<file path="config.mk">
export PLATFORM = sky130hd
export DESIGN_NAME = dbg_hartsel_ctrl
export DESIGN_NICKNAME = d
export VERILOG_FILES = /design/src/rtl/hsel_pkg.sv /design/src/rtl/hsel_select.sv /design/src/rtl/hsel_cmd_check.sv /design/src/rtl/dbg_hartsel_ctrl.sv
export SDC_FILE = /design/constraint.sdc
export NUM_CORES = 1
export LEC_CHECK = 0
export ABC_AREA = 0
export CORE_ASPECT_RATIO = 0.5
export CORE_MARGIN = 2
export CORE_UTILIZATION = 45
export CTS_CLUSTER_DIAMETER = 200
export DETAILED_ROUTE_END_ITERATION = 6
export HOLD_SLACK_MARGIN = 0.02
export PLACE_DENSITY_LB_ADDON = 0.12
export REMOVE_ABC_BUFFERS = 1
export SKIP_LAST_GASP = 1
export SYNTH_ARGS = -nofsm -noshare
export SYNTH_HDL_FRONTEND = slang
export SYNTH_SLANG_ARGS = --single-unit
</file>
<file path="constraint.sdc">
create_clock -name clk -period 2 [get_ports clk]
set_input_delay 0.2 -clock clk [delete_from_list [all_inputs] [get_ports clk]]
set_output_delay 0.2 -clock clk [all_outputs]
set_load 0.01 [all_outputs]
</file>
<file path="src/rtl/hsel_pkg.sv">
package hsel_pkg;
    localparam int IDX_W = 4;

    localparam logic [1:0] ADDR_CTRL = 2'd0;
    localparam logic [1:0] ADDR_MASK = 2'd1;
    localparam logic [1:0] ADDR_CMD  = 2'd2;
    localparam logic [1:0] ADDR_STAT = 2'd3;

    localparam int CTRL_ACTIVE = 0;
    localparam int CTRL_ARR    = 1;
    localparam int CTRL_IDX_LO = 4;
    localparam int CTRL_RESUME = 30;
    localparam int CTRL_HALT   = 31;

    localparam int ST_ANY_HALT  = 0;
    localparam int ST_ALL_HALT  = 1;
    localparam int ST_ANY_RUN   = 2;
    localparam int ST_ALL_RUN   = 3;
    localparam int ST_ANY_NONEX = 4;
    localparam int ST_ALL_NONEX = 5;
    localparam int ST_ANY_ACK   = 6;
    localparam int ST_ALL_ACK   = 7;

    localparam int CMD_XFER_BIT = 19;

    localparam logic [2:0] ERR_NONE  = 3'd0;
    localparam logic [2:0] ERR_UNSUP = 3'd2;
endpackage

</file>
<file path="src/rtl/hsel_select.sv">
module hsel_select
    import hsel_pkg::*;
#(
    parameter int NUM_HARTS = 4
) (
    input  logic [IDX_W-1:0]     idx,
    input  logic                 arr_en,
    input  logic [NUM_HARTS-1:0] mask,
    input  logic [NUM_HARTS-1:0] halted,
    input  logic [NUM_HARTS-1:0] ack,
    output logic [NUM_HARTS-1:0] sel,
    output logic [7:0]           status
);
    localparam logic [IDX_W-1:0] LIMIT = IDX_W'(NUM_HARTS);

    for (genvar g = 0; g < NUM_HARTS; g++) begin : g_sel
        assign sel[g] = (idx == IDX_W'(g)) | (arr_en & mask[g]);
    end

    logic                 idx_nonex;
    logic                 any_sel;
    logic [NUM_HARTS-1:0] hlt_v;
    logic [NUM_HARTS-1:0] run_v;
    logic [NUM_HARTS-1:0] ack_v;

    always_comb begin
        idx_nonex = (idx >= LIMIT);
        any_sel   = |sel;
        hlt_v     = sel & halted;
        run_v     = sel & ~halted;
        ack_v     = sel & ack;
        status                = '0;
        status[ST_ANY_HALT]   = |hlt_v;
        status[ST_ALL_HALT]   = any_sel && (hlt_v == sel);
        status[ST_ANY_RUN]    = |run_v;
        status[ST_ALL_RUN]    = any_sel && (run_v == sel);
        status[ST_ANY_NONEX]  = idx_nonex;
        status[ST_ALL_NONEX]  = idx_nonex && !any_sel;
        status[ST_ANY_ACK]    = |ack_v;
        status[ST_ALL_ACK]    = any_sel && (ack_v == sel);
    end
endmodule

</file>
<file path="src/rtl/hsel_cmd_check.sv">
module hsel_cmd_check
    import hsel_pkg::*;
#(
    parameter logic [17:0] REG_BASE  = 18'h01000,
    parameter int          REG_COUNT = 32,
    parameter logic [3:0]  SIZE_OK   = 4'd2
) (
    input  logic [31:0] cmd,
    output logic [2:0]  err,
    output logic        xfer,
    output logic        wr,
    output logic [15:0] regno
);
    localparam logic [17:0] REG_END = REG_BASE + 18'(REG_COUNT);

    logic [7:0]  c_type;
    logic [3:0]  c_size;
    logic [17:0] c_reg;
    logic        bad_fields;

    always_comb begin
        c_type = cmd[31:24];
        c_size = cmd[23:20];
        xfer   = cmd[CMD_XFER_BIT];
        c_reg  = cmd[17:0];
        bad_fields = (c_size != SIZE_OK) || (c_reg < REG_BASE) || (c_reg >= REG_END);
        if (c_type != 8'd0)          err = ERR_UNSUP;
        else if (xfer && bad_fields) err = ERR_UNSUP;
        else                         err = ERR_NONE;
        wr    = xfer & cmd[18];
        regno = xfer ? c_reg[15:0] : 16'd0;
    end
endmodule

</file>
<file path="src/rtl/dbg_hartsel_ctrl.sv">
module dbg_hartsel_ctrl
    import hsel_pkg::*;
#(
    parameter int NUM_HARTS = 4
) (
    input  logic                 clk,
    input  logic                 rst_n,
    input  logic                 wr_en,
    input  logic [1:0]           addr,
    input  logic [31:0]          wdata,
    output logic [31:0]          rdata,
    input  logic [NUM_HARTS-1:0] hart_halted,
    output logic [NUM_HARTS-1:0] halt_req,
    output logic [NUM_HARTS-1:0] resume_req,
    output logic                 cmd_start,
    output logic                 cmd_xfer,
    output logic                 cmd_write,
    output logic [15:0]          cmd_regno
);
    typedef struct packed {
        logic                 active;
        logic                 arr_en;
        logic [IDX_W-1:0]     idx;
        logic [NUM_HARTS-1:0] mask;
        logic [NUM_HARTS-1:0] halt;
        logic [NUM_HARTS-1:0] resume;
        logic [NUM_HARTS-1:0] pend;
        logic [NUM_HARTS-1:0] ack;
        logic [2:0]           cmd_err;
        logic                 cmd_start;
        logic                 cmd_xfer;
        logic                 cmd_write;
        logic [15:0]          cmd_regno;
    } state_t;

    localparam state_t STATE_RST = '0;

    state_t s_d, s_q;

    logic [NUM_HARTS-1:0] sel_q;
    logic [7:0]           status;
    logic [2:0]           chk_err;
    logic                 chk_xfer;
    logic                 chk_wr;
    logic [15:0]          chk_regno;

    hsel_select #(.NUM_HARTS(NUM_HARTS)) u_sel (
        .idx    (s_q.idx),
        .arr_en (s_q.arr_en),
        .mask   (s_q.mask),
        .halted (hart_halted),
        .ack    (s_q.ack),
        .sel    (sel_q),
        .status (status)
    );

    hsel_cmd_check u_cmd (
        .cmd   (wdata),
        .err   (chk_err),
        .xfer  (chk_xfer),
        .wr    (chk_wr),
        .regno (chk_regno)
    );

    logic                 ctrl_wr;
    logic [IDX_W-1:0]     w_idx;
    logic [NUM_HARTS-1:0] w_sel;
    logic                 w_resume_ok;

    always_comb begin
        s_d           = s_q;
        s_d.resume    = '0;
        s_d.cmd_start = 1'b0;
        ctrl_wr       = wr_en && (addr == ADDR_CTRL);
        w_idx         = wdata[CTRL_IDX_LO +: IDX_W];
        w_resume_ok   = wdata[CTRL_RESUME] && !wdata[CTRL_HALT];

        for (int i = 0; i < NUM_HARTS; i++) begin
            w_sel[i] = (w_idx == IDX_W'(i)) | (wdata[CTRL_ARR] & s_q.mask[i]);
            if (s_q.pend[i] && !hart_halted[i]) begin
                s_d.ack[i]  = 1'b1;
                s_d.pend[i] = 1'b0;
            end
        end

        if (ctrl_wr) begin
            if (!wdata[CTRL_ACTIVE]) begin
                s_d = STATE_RST;
            end else begin
                s_d.active = 1'b1;
                s_d.arr_en = wdata[CTRL_ARR];
                s_d.idx    = w_idx;
                for (int i = 0; i < NUM_HARTS; i++) begin
                    if (w_sel[i]) begin
                        s_d.halt[i] = wdata[CTRL_HALT];
                        if (w_resume_ok && hart_halted[i]) begin
                            s_d.resume[i] = 1'b1;
                            s_d.ack[i]    = 1'b0;
                            s_d.pend[i]   = 1'b1;
                        end
                    end
                end
            end
        end else if (wr_en && s_q.active) begin
            if (addr == ADDR_MASK) begin
                s_d.mask = wdata[NUM_HARTS-1:0];
            end else if (addr == ADDR_CMD) begin
                s_d.cmd_err   = chk_err;
                s_d.cmd_start = (chk_err == ERR_NONE);
                s_d.cmd_xfer  = chk_xfer;
                s_d.cmd_write = chk_wr;
                s_d.cmd_regno = chk_regno;
            end
        end
    end

    always_ff @(posedge clk or negedge rst_n) begin
        if (!rst_n) s_q <= STATE_RST;
        else        s_q <= s_d;
    end

    always_comb begin
        rdata = '0;
        case (addr)
            ADDR_CTRL: begin
                rdata[CTRL_ACTIVE]            = s_q.active;
                rdata[CTRL_ARR]               = s_q.arr_en;
                rdata[CTRL_IDX_LO +: IDX_W]   = s_q.idx;
            end
            ADDR_MASK: rdata[NUM_HARTS-1:0] = s_q.mask;
            ADDR_CMD:  rdata[2:0]           = s_q.cmd_err;
            default:   rdata[7:0]           = status;
        endcase
    end

    assign halt_req   = s_q.halt;
    assign resume_req = s_q.resume;
    assign cmd_start  = s_q.cmd_start;
    assign cmd_xfer   = s_q.cmd_xfer;
    assign cmd_write  = s_q.cmd_write;
    assign cmd_regno  = s_q.cmd_regno;


    conflict_noresume_chk: assert property (@(posedge clk) disable iff (!rst_n)
        (wr_en && addr == ADDR_CTRL && wdata[CTRL_ACTIVE] && wdata[CTRL_HALT] && wdata[CTRL_RESUME])
        |=> (resume_req == '0));


    resume_halted_only_chk: assert property (@(posedge clk) disable iff (!rst_n)
        (|resume_req) |-> ((resume_req & ~$past(hart_halted)) == '0));


    inactive_clear_chk: assert property (@(posedge clk) disable iff (!rst_n)
        (wr_en && addr == ADDR_CTRL && !wdata[CTRL_ACTIVE])
        |=> (halt_req == '0 && s_q.mask == '0 && !cmd_start));


    noxfer_noerr_chk: assert property (@(posedge clk) disable iff (!rst_n)
        (wr_en && addr == ADDR_CMD && s_q.active && wdata[31:24] == 8'd0 && !wdata[CMD_XFER_BIT])
        |=> (s_q.cmd_err == ERR_NONE && cmd_start && !cmd_xfer));


    nonex_order_chk: assert property (@(posedge clk) disable iff (!rst_n)
        status[ST_ALL_NONEX] |-> status[ST_ANY_NONEX]);
endmodule

</file>
# Word-level counts from Yosys, hierarchy flattened
# Index checks and enable logic that the tools add are counted.
dict set report word_totals {
  reg_bits 48
  input_bits 41
  out_inout_bits 59
}
dict set report op_classes {
  order_cmp 3
  n_eq_ne 18
  n_mux 55
  bitwise 21
  n_reduce_logical 44
}
# cell n
set ops {}
lappend ops {{two-way mux 22 bit} 5}
lappend ops {{two-way mux 1 bit} 36}
lappend ops {{two-way mux 16 bit} 2}
lappend ops {{greater-or-equal comparator 18 x 13 -> 1 bit, second input constant} 1}
lappend ops {{< comparator 18 x 13 -> 1 bit, second input constant} 1}
lappend ops {{== test 4 x 2 -> 1 bit, second input constant} 4}
lappend ops {{logical AND 1 bit} 16}
lappend ops {{two-way mux 4 bit} 4}
lappend ops {{OR reduction 4 bit} 4}
lappend ops {{AND 4 bit} 3}
lappend ops {{== test 4 bit} 3}
lappend ops {{two-way mux 12 bit} 1}
lappend ops {{AND 1 bit} 9}
lappend ops {{== test 4 x 1 -> 1 bit, second input constant} 2}
lappend ops {{zero test 4 bit} 2}
lappend ops {{!= test 2 x 1 -> 1 bit, second input constant} 4}
lappend ops {{bitwise OR 1 bit} 8}
lappend ops {{one-hot mux 4 bit (2 select lines)} 1}
lappend ops {{AND reduction 2 bit} 4}
lappend ops {{nonzero test 8 bit} 1}
lappend ops {{zero test 1 bit} 6}
lappend ops {{two-way mux 6 bit} 1}
lappend ops {{one-hot mux 2 bit (3 select lines)} 1}
lappend ops {{nonzero test 2 bit} 3}
lappend ops {{other kinds (16)} 19}

# Depth between registers and ports, before layout
# Gate-level depths: netlist (run 1).
dict set report depth {
  ltp_word 11
  ltp_mapped 7
  depth_no_buf 4
}

# By module
# A second synthesis (run 1) with hierarchy kept.
dict set report hier_totals {
  cells_unflattened 292
  hier_area_um2 2966.6
}
# module n_inst cells_each area_per_inst_um2 seq_area_each_um2
set by_module_without_submodules {}
lappend by_module_without_submodules {dbg_hartsel_ctrl 1 229 2528.7 1201.2}
lappend by_module_without_submodules {hsel_cmd_check 1 33 235.2 0.0}
lappend by_module_without_submodules {hsel_select 1 30 202.7 0.0}

# Worst setup path before layout (run 1)
# OpenSTA, ideal clock, no wires.
dict set report synth_timing {
  path_kind {reg2out}
  startpoint {register s_q[44] in the netlist's numbering}
  endpoint {output rdata[1]}
  t_arrival_ps 1507
  t_required_ps 1800
  setup_slack_ps 293
  path_stages_with_launch 5
  path_cell_list {dfrtp_1 > nor4_1 > or2_2 > nor4_2 > o31ai_1}
}
dict set report synth_between {
  elab_chain_cells 6
  word_cells_on_any_way 13
  cone_classes {4 x eq/ne; 1 x mux; 5 x bitwise; 3 x reduce/logical}
}
# element line_no
set synth_lines {}
lappend synth_lines {{start, declared} dbg_hartsel_ctrl.sv:38} ;# state_t s_d, s_q;
lappend synth_lines {{start signal, assigned} dbg_hartsel_ctrl.sv:118} ;# if (!rst_n) s_q <= STATE_RST;
lappend synth_lines {{start signal, assigned} dbg_hartsel_ctrl.sv:119} ;# else s_q <= s_d;
lappend synth_lines {{== test 4 x 1 -> 1 bit, or another cell as far along} hsel_select.sv:17} ;# assign sel[g] = (idx == IDX_W'(g)) | (arr_en & mask[g]);
lappend synth_lines {{bitwise OR 1 bit} hsel_select.sv:17}
lappend synth_lines {{AND 4 bit} hsel_select.sv:29} ;# hlt_v = sel & halted;
lappend synth_lines {{== test 4 bit} hsel_select.sv:34} ;# status[ST_ALL_HALT] = any_sel && (hlt_v == sel);
lappend synth_lines {{logical AND 1 bit (*)} hsel_select.sv:34}
lappend synth_lines {{one-hot mux 2 bit (3 select lines) (*)} dbg_hartsel_ctrl.sv:124} ;# case (addr)
lappend synth_lines {{end, declared} dbg_hartsel_ctrl.sv:11} ;# output logic [31:0] rdata,
# Every way passes the cells marked *; elsewhere a longest branch is shown, timed or not.

# Worst setup path after layout (run 1)
dict set report layout_timing {
  startpoint {register s_q[42] in the netlist's numbering}
  endpoint {output rdata[1]}
}
# The elaborated chain is that of the path after synthesis.

==> flow_summary_export.csv, run 1 <==
group,metric,value,unit
clocking,clk_latency,0.29,ns
floorplan,start_util,0.479,
status,violations,"setup timing",
clocking,clkSinkCount,46,
logic_synthesis,yosysWarnings,0,
detailed_routing,drtAntennaViolNets,0,
critical_path,crit_fanout,5,
logic_synthesis,syn_inst,279,
timing,fmax,471,MHz
final_layout,utilization,0.703,
detailed_routing,via_per_inst,5.42,
timing,hold_viol,0,
clocking,ctsRootBufferMaster,"clkbuf_16",
placed_design,place.gp.congestion,0.910,
pwr,vdd_drop_max,0.490,mV
global_routing,grt_max_degree,21,
clocking,cts_buffers,5,
logic_synthesis,ys_types,44,
min_path,hold_class,"in2async",
timing,setup_tns,-0.368,ns
placed_design,place_ws,-0.219,ns
global_routing,grt_pass1_wl,12.0,mm
floorplan,coreArea,0.00563,mm^2
logic_synthesis,synth_top_family_by_area,"compound AO/OA/AOI/OAI gates",
logic_synthesis,synth-seq-area-share,0.427,
detailed_routing,routed_wl,7.63,mm
floorplan,fp.dieW,113,um
logic_synthesis,synth-simple-area-share,0.173,
timing,min_period,2.12,ns
floorplan,row_count,19,
logic_synthesis,synth_fa_ha_area_frac,0,
detailed_routing,drc,0,
floorplan,io_pins,100,
detailed_routing,drt_first_pass_iters,4,
clocking,clk_pin_slew,0.06,ns
pwr,p_leak,1.80,nW
global_routing,grt_overflow,0,
critical_path,endpoint_kind,"primary output",
global_routing,antenna_found_initial,0,
final_layout,layout.nets,424,
timing,setup_viol,6,
pwr,p_per_area,740,mW/mm^2
timing,slew_violations,0,
status,status,"complete, but fails checks",
placed_design,hpwl,5.47,mm
logic_synthesis,synth-compound-area-share,0.209,
critical_path,cp-start-kind,"flop",
detailed_routing,dr.first_iter.drc_count,89,
timing,finalWorstSetupSlack,-0.122,ns
clocking,clock_path_buffers,2,
final_layout,instances_no_fill,457,
logic_synthesis,synth_xor_xnor_area_share,0,
logic_synthesis,synth_mux_area_frac,0.0246,
timing,post-route-period-util,1.06,
placed_design,place_inst,439,
critical_path,worst_ep_arrival_time,1.92,ns
global_routing,grt_pass1_vias,2472,
detailed_routing,wl_per_cell,16.7,um
timing,holdWs,0.409,ns
logic_synthesis,yosys_register_bits,46,
clocking,cts_tree,"built",
floorplan,dieArea,0.00667,mm^2
critical_path,r2r_slack,0.48,ns
timing,rsz0062_at_grt,"yes",
final_layout,drive_above_1_share,0.273,
timing,fin_skew,0.00239,ns
critical_path,required,1.80,ns
flow_run,max_cap_viol_count,0,
final_layout,synthToLayoutAreaGrowth,46.9,%
detailed_routing,via_count,2477,
floorplan,die_y,58.8,um
global_routing,grtUsageTotal,0.234,
logic_synthesis,synth_area_per_cell,9.67,um^2
logic_synthesis,synth_area,0.00270,mm^2
final_layout,n_antenna_cell,0,
placed_design,port_buffers,75,
clocking,cts_max_level,2,
critical_path,criticalPathCategory,"reg2out",
## path summary, 6_finish.rpt
kind / cells after the start / from / endpoint
worst max-delay path: 7 / s_q[42] / rdata[1]
worst min-delay path: 2 / rst_n / resume_req[3]
worst max register to register: 4 / s_q[38] / halt_req[0]
worst min register to register: 1 / cmd_xfer / cmd_xfer
max in group asynchronous: 3 / rst_n / cmd_regno[9]
min in group clk: 3 / wdata[3] / s_q[41]
## stage by stage
stage	area [um^2]	total power, W
2_1_floorplan	2370	0.00143
3_3_place_gp	3560	0.00189
3_5_place_dp	3560	0.00190
4_1_cts	3860	0.00285
5_1_grt	3960	0.00305
6_report	3960	0.00293
## cells in the final DEF, fill, tap and decap left out, drive strengths merged, types with 2 or more instances in the layout
master / Yosys / layout
nor4: 7 / 7
or2: 3 / 3
nor4bb: 2 / 2
a21oi: 10 / 10
a21o: 4 / 4
mux2: 5 / 5
nand3: 5 / 5
clkdlybuf4s50: 0 / 66
o21ai: 18 / 18
and3: 4 / 4
buf: 53 / 62
or4b: 3 / 3
nor3: 6 / 6
clkbuf: 3 / 6
nor2b: 3 / 3
dfrtp: 46 / 46
a22o: 25 / 25
conb: 1 / 24
a22oi: 4 / 4
o2111ai: 4 / 4
inv: 8 / 8
a311oi: 3 / 3
and2: 7 / 7
nor2: 12 / 12
o31ai: 3 / 3
nand2: 29 / 29
## worst max-delay path: stages, from the launching register on
cell and delay, ns:
dfrtp_2 0.44, buf_6 0.14, nor4_4 0.31, or2_4 0.21, nor4_4 0.06, buf_4 0.15, o31ai_2 0.16, buf_2 0.16
## where the power goes
part | total [W] | switching [W] | internal, W
Sequential | 0.00112 | 0.0000912 | 0.00103
Combinational | 0.000962 | 0.000436 | 0.000526
Clock | 0.000850 | 0.000355 | 0.000495
Total | 0.00293 | 0.000882 | 0.00205
## timing repair
item / 4_1_cts / 5_1_grt
setup endpoints to repair: 8 / 7
hold endpoints to repair: 18 / 0
gates resized for setup: 57 / 21
hold buffers: 1 / 0
buffers inserted: 7 / 2
pin swaps: 17 / 12
## layer usage
layer | part of all wire | GRT usage | up-vias | wire length (um)
li1 | - | - | 1153 | -
met1 | 0.43 | 0.293 | 1211 | 3280
met2 | 0.49 | 0.408 | 103 | 3770
met3 | 0.064 | 0.0587 | 10 | 485
met4 | 0.012 | 0.0732 | 0 | 95
met5 | 0 | 0 | - | 0
## synthesized netlist by cell type
library cell | count | area, um^2
o221ai_1 | 1 | 8.76
dfrtp_1 | 46 | 1150
nor4bb_2 | 1 | 16.3
nor3_1 | 6 | 30.0
and2_1 | 7 | 43.8
nor2_1 | 12 | 45.0
or4b_1 | 3 | 30.0
a21o_1 | 4 | 30.0
nand4bb_1 | 1 | 11.3
a21oi_2 | 3 | 26.3
nor4b_1 | 1 | 8.76
mux2_2 | 3 | 33.8
buf_4 | 48 | 360
o2111ai_2 | 1 | 15.0
nand3_1 | 5 | 25.0
a311oi_1 | 3 | 26.3
buf_6 | 3 | 33.8
o21a_1 | 1 | 7.51
clkbuf_1 | 3 | 11.3
o21ai_0 | 18 | 90.1
inv_1 | 8 | 30.0
mux2_1 | 2 | 22.5
o41ai_1 | 1 | 8.76
nor4_2 | 1 | 12.5
a22oi_1 | 4 | 30.0
a22o_1 | 25 | 219
and3_1 | 4 | 25.0
nand2b_1 | 1 | 6.26
buf_2 | 2 | 10.0
or2_1 | 1 | 6.26
o31ai_1 | 3 | 22.5
or2_2 | 2 | 12.5
nor2b_1 | 3 | 18.8
nor4bb_1 | 1 | 10.0
conb_1 | 1 | 3.75
nor4_1 | 6 | 37.5
o21ba_2 | 1 | 10.0
o2111ai_1 | 3 | 26.3
or3b_4 | 1 | 11.3
nand2_1 | 29 | 109
mux2i_1 | 1 | 10.0
and4_1 | 1 | 8.76
o21bai_1 | 1 | 7.51
a21oi_1 | 7 | 35.0
## sequential cells by signal, summed over array words and instances, names as in the netlist
register / flops
s_q: 19
cmd_write: 1
halt_req: 4
cmd_regno: 16
cmd_start: 1
cmd_xfer: 1
resume_req: 4
## logic make-up (layout without fill, tap and decap cells)
logic type             count (synthesis)  in the layout
buffers and inverters                 64            146
multiplexers                           6              6
AO/OA/AOI/OAI                         76             76
AND/OR/NAND/NOR                       86             86
other                                  1             24
flip-flops                            46             46
## final cells by class
cell class | count | area, um^2
clock buffer | 6 | 139
clock inverter | 2 | 12.5
inverter | 8 | 30.0
fill | 430 | 1670
sequential | 46 | 1160
timing repair buffer | 130 | 1160
tap | 73 | 91.3
multi-input combinational | 192 | 1380
Note: power is estimated with default switching activity, not from simulation.
==> inputs of run 2 (changes only) <==
Settings changed: PLACE_DENSITY from default to 0.81, PLACE_DENSITY_LB_ADDON 0.12 to default.
==> run 2 against run 1 <==
Net effect:
- the flow still finishes with violations (setup timing)
- via count grew 0.65%
- register-to-register slack better by 0.03 ns
- fmax is 2.8% lower
- critical path depth decreased by 1
- clock power rose by 12%
- hold slack improved by 0.033 ns
- routed wire length unchanged
- design area is 0.57% lower
- clock-buffer cell count down 1
- utilization shrank 0.40 points
- highest routed layer unchanged
==> flow_summary_export.csv, run 2 (synthesis gave the netlist of run 1 again) <==
group,metric,value,unit
status,status,"complete, but fails checks",
status,violations,"setup timing",
pwr,vdd_drop_max,0.458,mV
timing,fin_skew,0.00654,ns
timing,rsz0062_at_grt,"yes",
placed_design,place_ws,-0.293,ns
floorplan,coreArea,0.00563,mm^2
critical_path,criticalPathCategory,"reg2out",
global_routing,grt_overflow,0,
critical_path,r2r_slack,0.51,ns
flow_run,max_cap_viol_count,0,
clocking,cts_buffers,5,
global_routing,grt_max_degree,24,
floorplan,dieArea,0.00667,mm^2
global_routing,grtUsageTotal,0.229,
floorplan,row_count,19,
placed_design,hpwl,5.65,mm
clocking,clk_latency,0.28,ns
critical_path,cpLargestDelayFamily,"simple AND/OR/NAND/NOR gates",
pwr,p_int,0.00213,W
global_routing,grt_pass1_vias,2455,
detailed_routing,dr.first_iter.drc_count,197,
timing,min_period,2.18,ns
pwr,combPwrFrac,0.311,
clocking,clkSinkCount,46,
critical_path,reg2regPathDepth,5,
critical_path,path_buf_inv,2,
pwr,clkPwrFrac,0.317,
floorplan,start_util,0.479,
critical_path,crit_path_max_incr_delay,0.54,ns
final_layout,mostFrequentLayoutCell,"clkdlybuf4s50_1",
clocking,clk_pin_slew,0.07,ns
detailed_routing,via_count,2493,
critical_path,required,1.80,ns
timing,holdWs,0.442,ns
timing,finalWorstSetupSlack,-0.184,ns
critical_path,cp_cell_sequence,"buf_6, or4b_4, nand2_4, nor4_4, o31ai_2, buf_2",
floorplan,die_y,58.8,um
detailed_routing,routed_wl,7.63,mm
placed_design,port_buffers,75,
critical_path,timing.rr.start,"s_q[40]",
final_layout,drive_above_1_share,0.281,
min_path,hold_class,"in2async",
final_layout,largest_register_ff_count,19,
timing,fmax,458,MHz
timing,slew_headroom,0.652,
critical_path,r2r_end,"halt_req[2]",
timing,setup_viol,7,
detailed_routing,wl_per_cell,16.5,um
timing,post-route-period-util,1.09,
critical_path,crit_fanout,3,
pwr,p_leak,1.83,nW
final_layout,synthToLayoutAreaGrowth,46.1,%
clocking,cts_tree,"built",
global_routing,grt_pass1_wl,11.8,mm
pwr,p_sw,0.000861,W
placed_design,dpl-instance-area,0.00357,mm^2
final_layout,n_antenna_cell,0,
clocking,cts_max_level,2,
clocking,ctsRootBufferMaster,"clkbuf_16",
placed_design,place.gp.congestion,0.929,
global_routing,antenna_found_initial,0,
detailed_routing,drtAntennaViolNets,0,
floorplan,io_pins,100,
final_layout,design_area,0.00394,mm^2
timing,hold_viol,0,
critical_path,endpoint_kind,"primary output",
timing,slew_violations,0,
critical_path,critPathSlowestCell,"or4b_4",
final_layout,layout_common_cells,"clkdlybuf4s50_1 (66), buf_4 (54), dfrtp_1 (42)",
critical_path,cp-start-kind,"flop",
final_layout,top_register,"s_q",
floorplan,fp.dieW,113,um
detailed_routing,drc,0,
pwr,switching_share,0.287,
pwr,pwr-share-seq,0.372,
pwr,p_per_area,760,mW/mm^2
critical_path,worst_ep_arrival_time,1.98,ns
detailed_routing,drt_first_pass_iters,4,
detailed_routing,via_per_inst,5.41,
final_layout,layout.nets,428,
timing,worst_slew_pin_slew,0.521,ns
clocking,clock_path_buffers,2,
## run 2: what timing repair did
| action | 4_1_cts | 5_1_grt |
|---|---|---|
| hold endpoints to repair | 21 | 0 |
| endpoints found under the setup margin | 8 | 8 |
| pin swaps | 15 | 13 |
| hold buffers | 1 | 0 |
| setup buffers | 9 | 0 |
| resized for setup | 58 | 12 |
## run 2: per-layer routing
layer	GRT usage	wire length (um)	vias to the layer above
li1	-	-	1150
met1	0.283	3170	1206
met2	0.409	3840	122
met3	0.0474	510	15
met4	0.0801	110	0
met5	0	0	-
## run 2: worst reg2reg max path: stages, from the launching register on
cell	delay, ns
dfrtp_1	0.43
buf_4	0.15
nand2_1	0.06
a21oi_2	0.21
mux2_1	0.34
a22o_1	0.19
## run 2: worst max-delay path by stage
stage,cells past startpoint,end,from,slack (ns)
global placement,5,rdata[7],s_q[44],-0.19
detailed placement,6,rdata[3],s_q[42],-0.29
CTS,6,rdata[7],s_q[45],-0.17
finish,6,rdata[3],s_q[45],-0.18
global route,6,rdata[3],s_q[45],-0.21
floorplan,4,rdata[1],s_q[44],0.29
## run 2: layout make-up
type,count,area [um^2]
sequential,46,1160
clock buffer,5,125
multi-input combinational,192,1310
fill,426,1690
tap,73,91.3
inverter,8,30.0
timing repair buffer,134,1180
clock inverter,3,43.8
## run 2: power by group through the flow
stage / sequential, W / combinational, W / clock [W]
3_3_place_gp: 0.00112 / 0.000769 / 0
6_report: 0.00111 / 0.000932 / 0.000948
4_1_cts: 0.00111 / 0.000891 / 0.000960
2_1_floorplan: 0.00114 / 0.000291 / 0
5_1_grt: 0.00112 / 0.000998 / 0.000990
3_5_place_dp: 0.00112 / 0.000789 / 0
## run 2: metrics by stage
stage / cells / total power, W / TNS [ns] / utilization
4_1_cts: 461 / 0.00296 / -0.720 / 0.692
3_3_place_gp: 443 / 0.00189 / -1.31 / 0.634
3_5_place_dp: 443 / 0.00191 / -1.95 / 0.634
5_1_grt: 461 / 0.00311 / -1.10 / 0.699
6_report: 461 / 0.00299 / -0.737 / 0.699
2_1_floorplan: 246 / 0.00143 / 0 / -
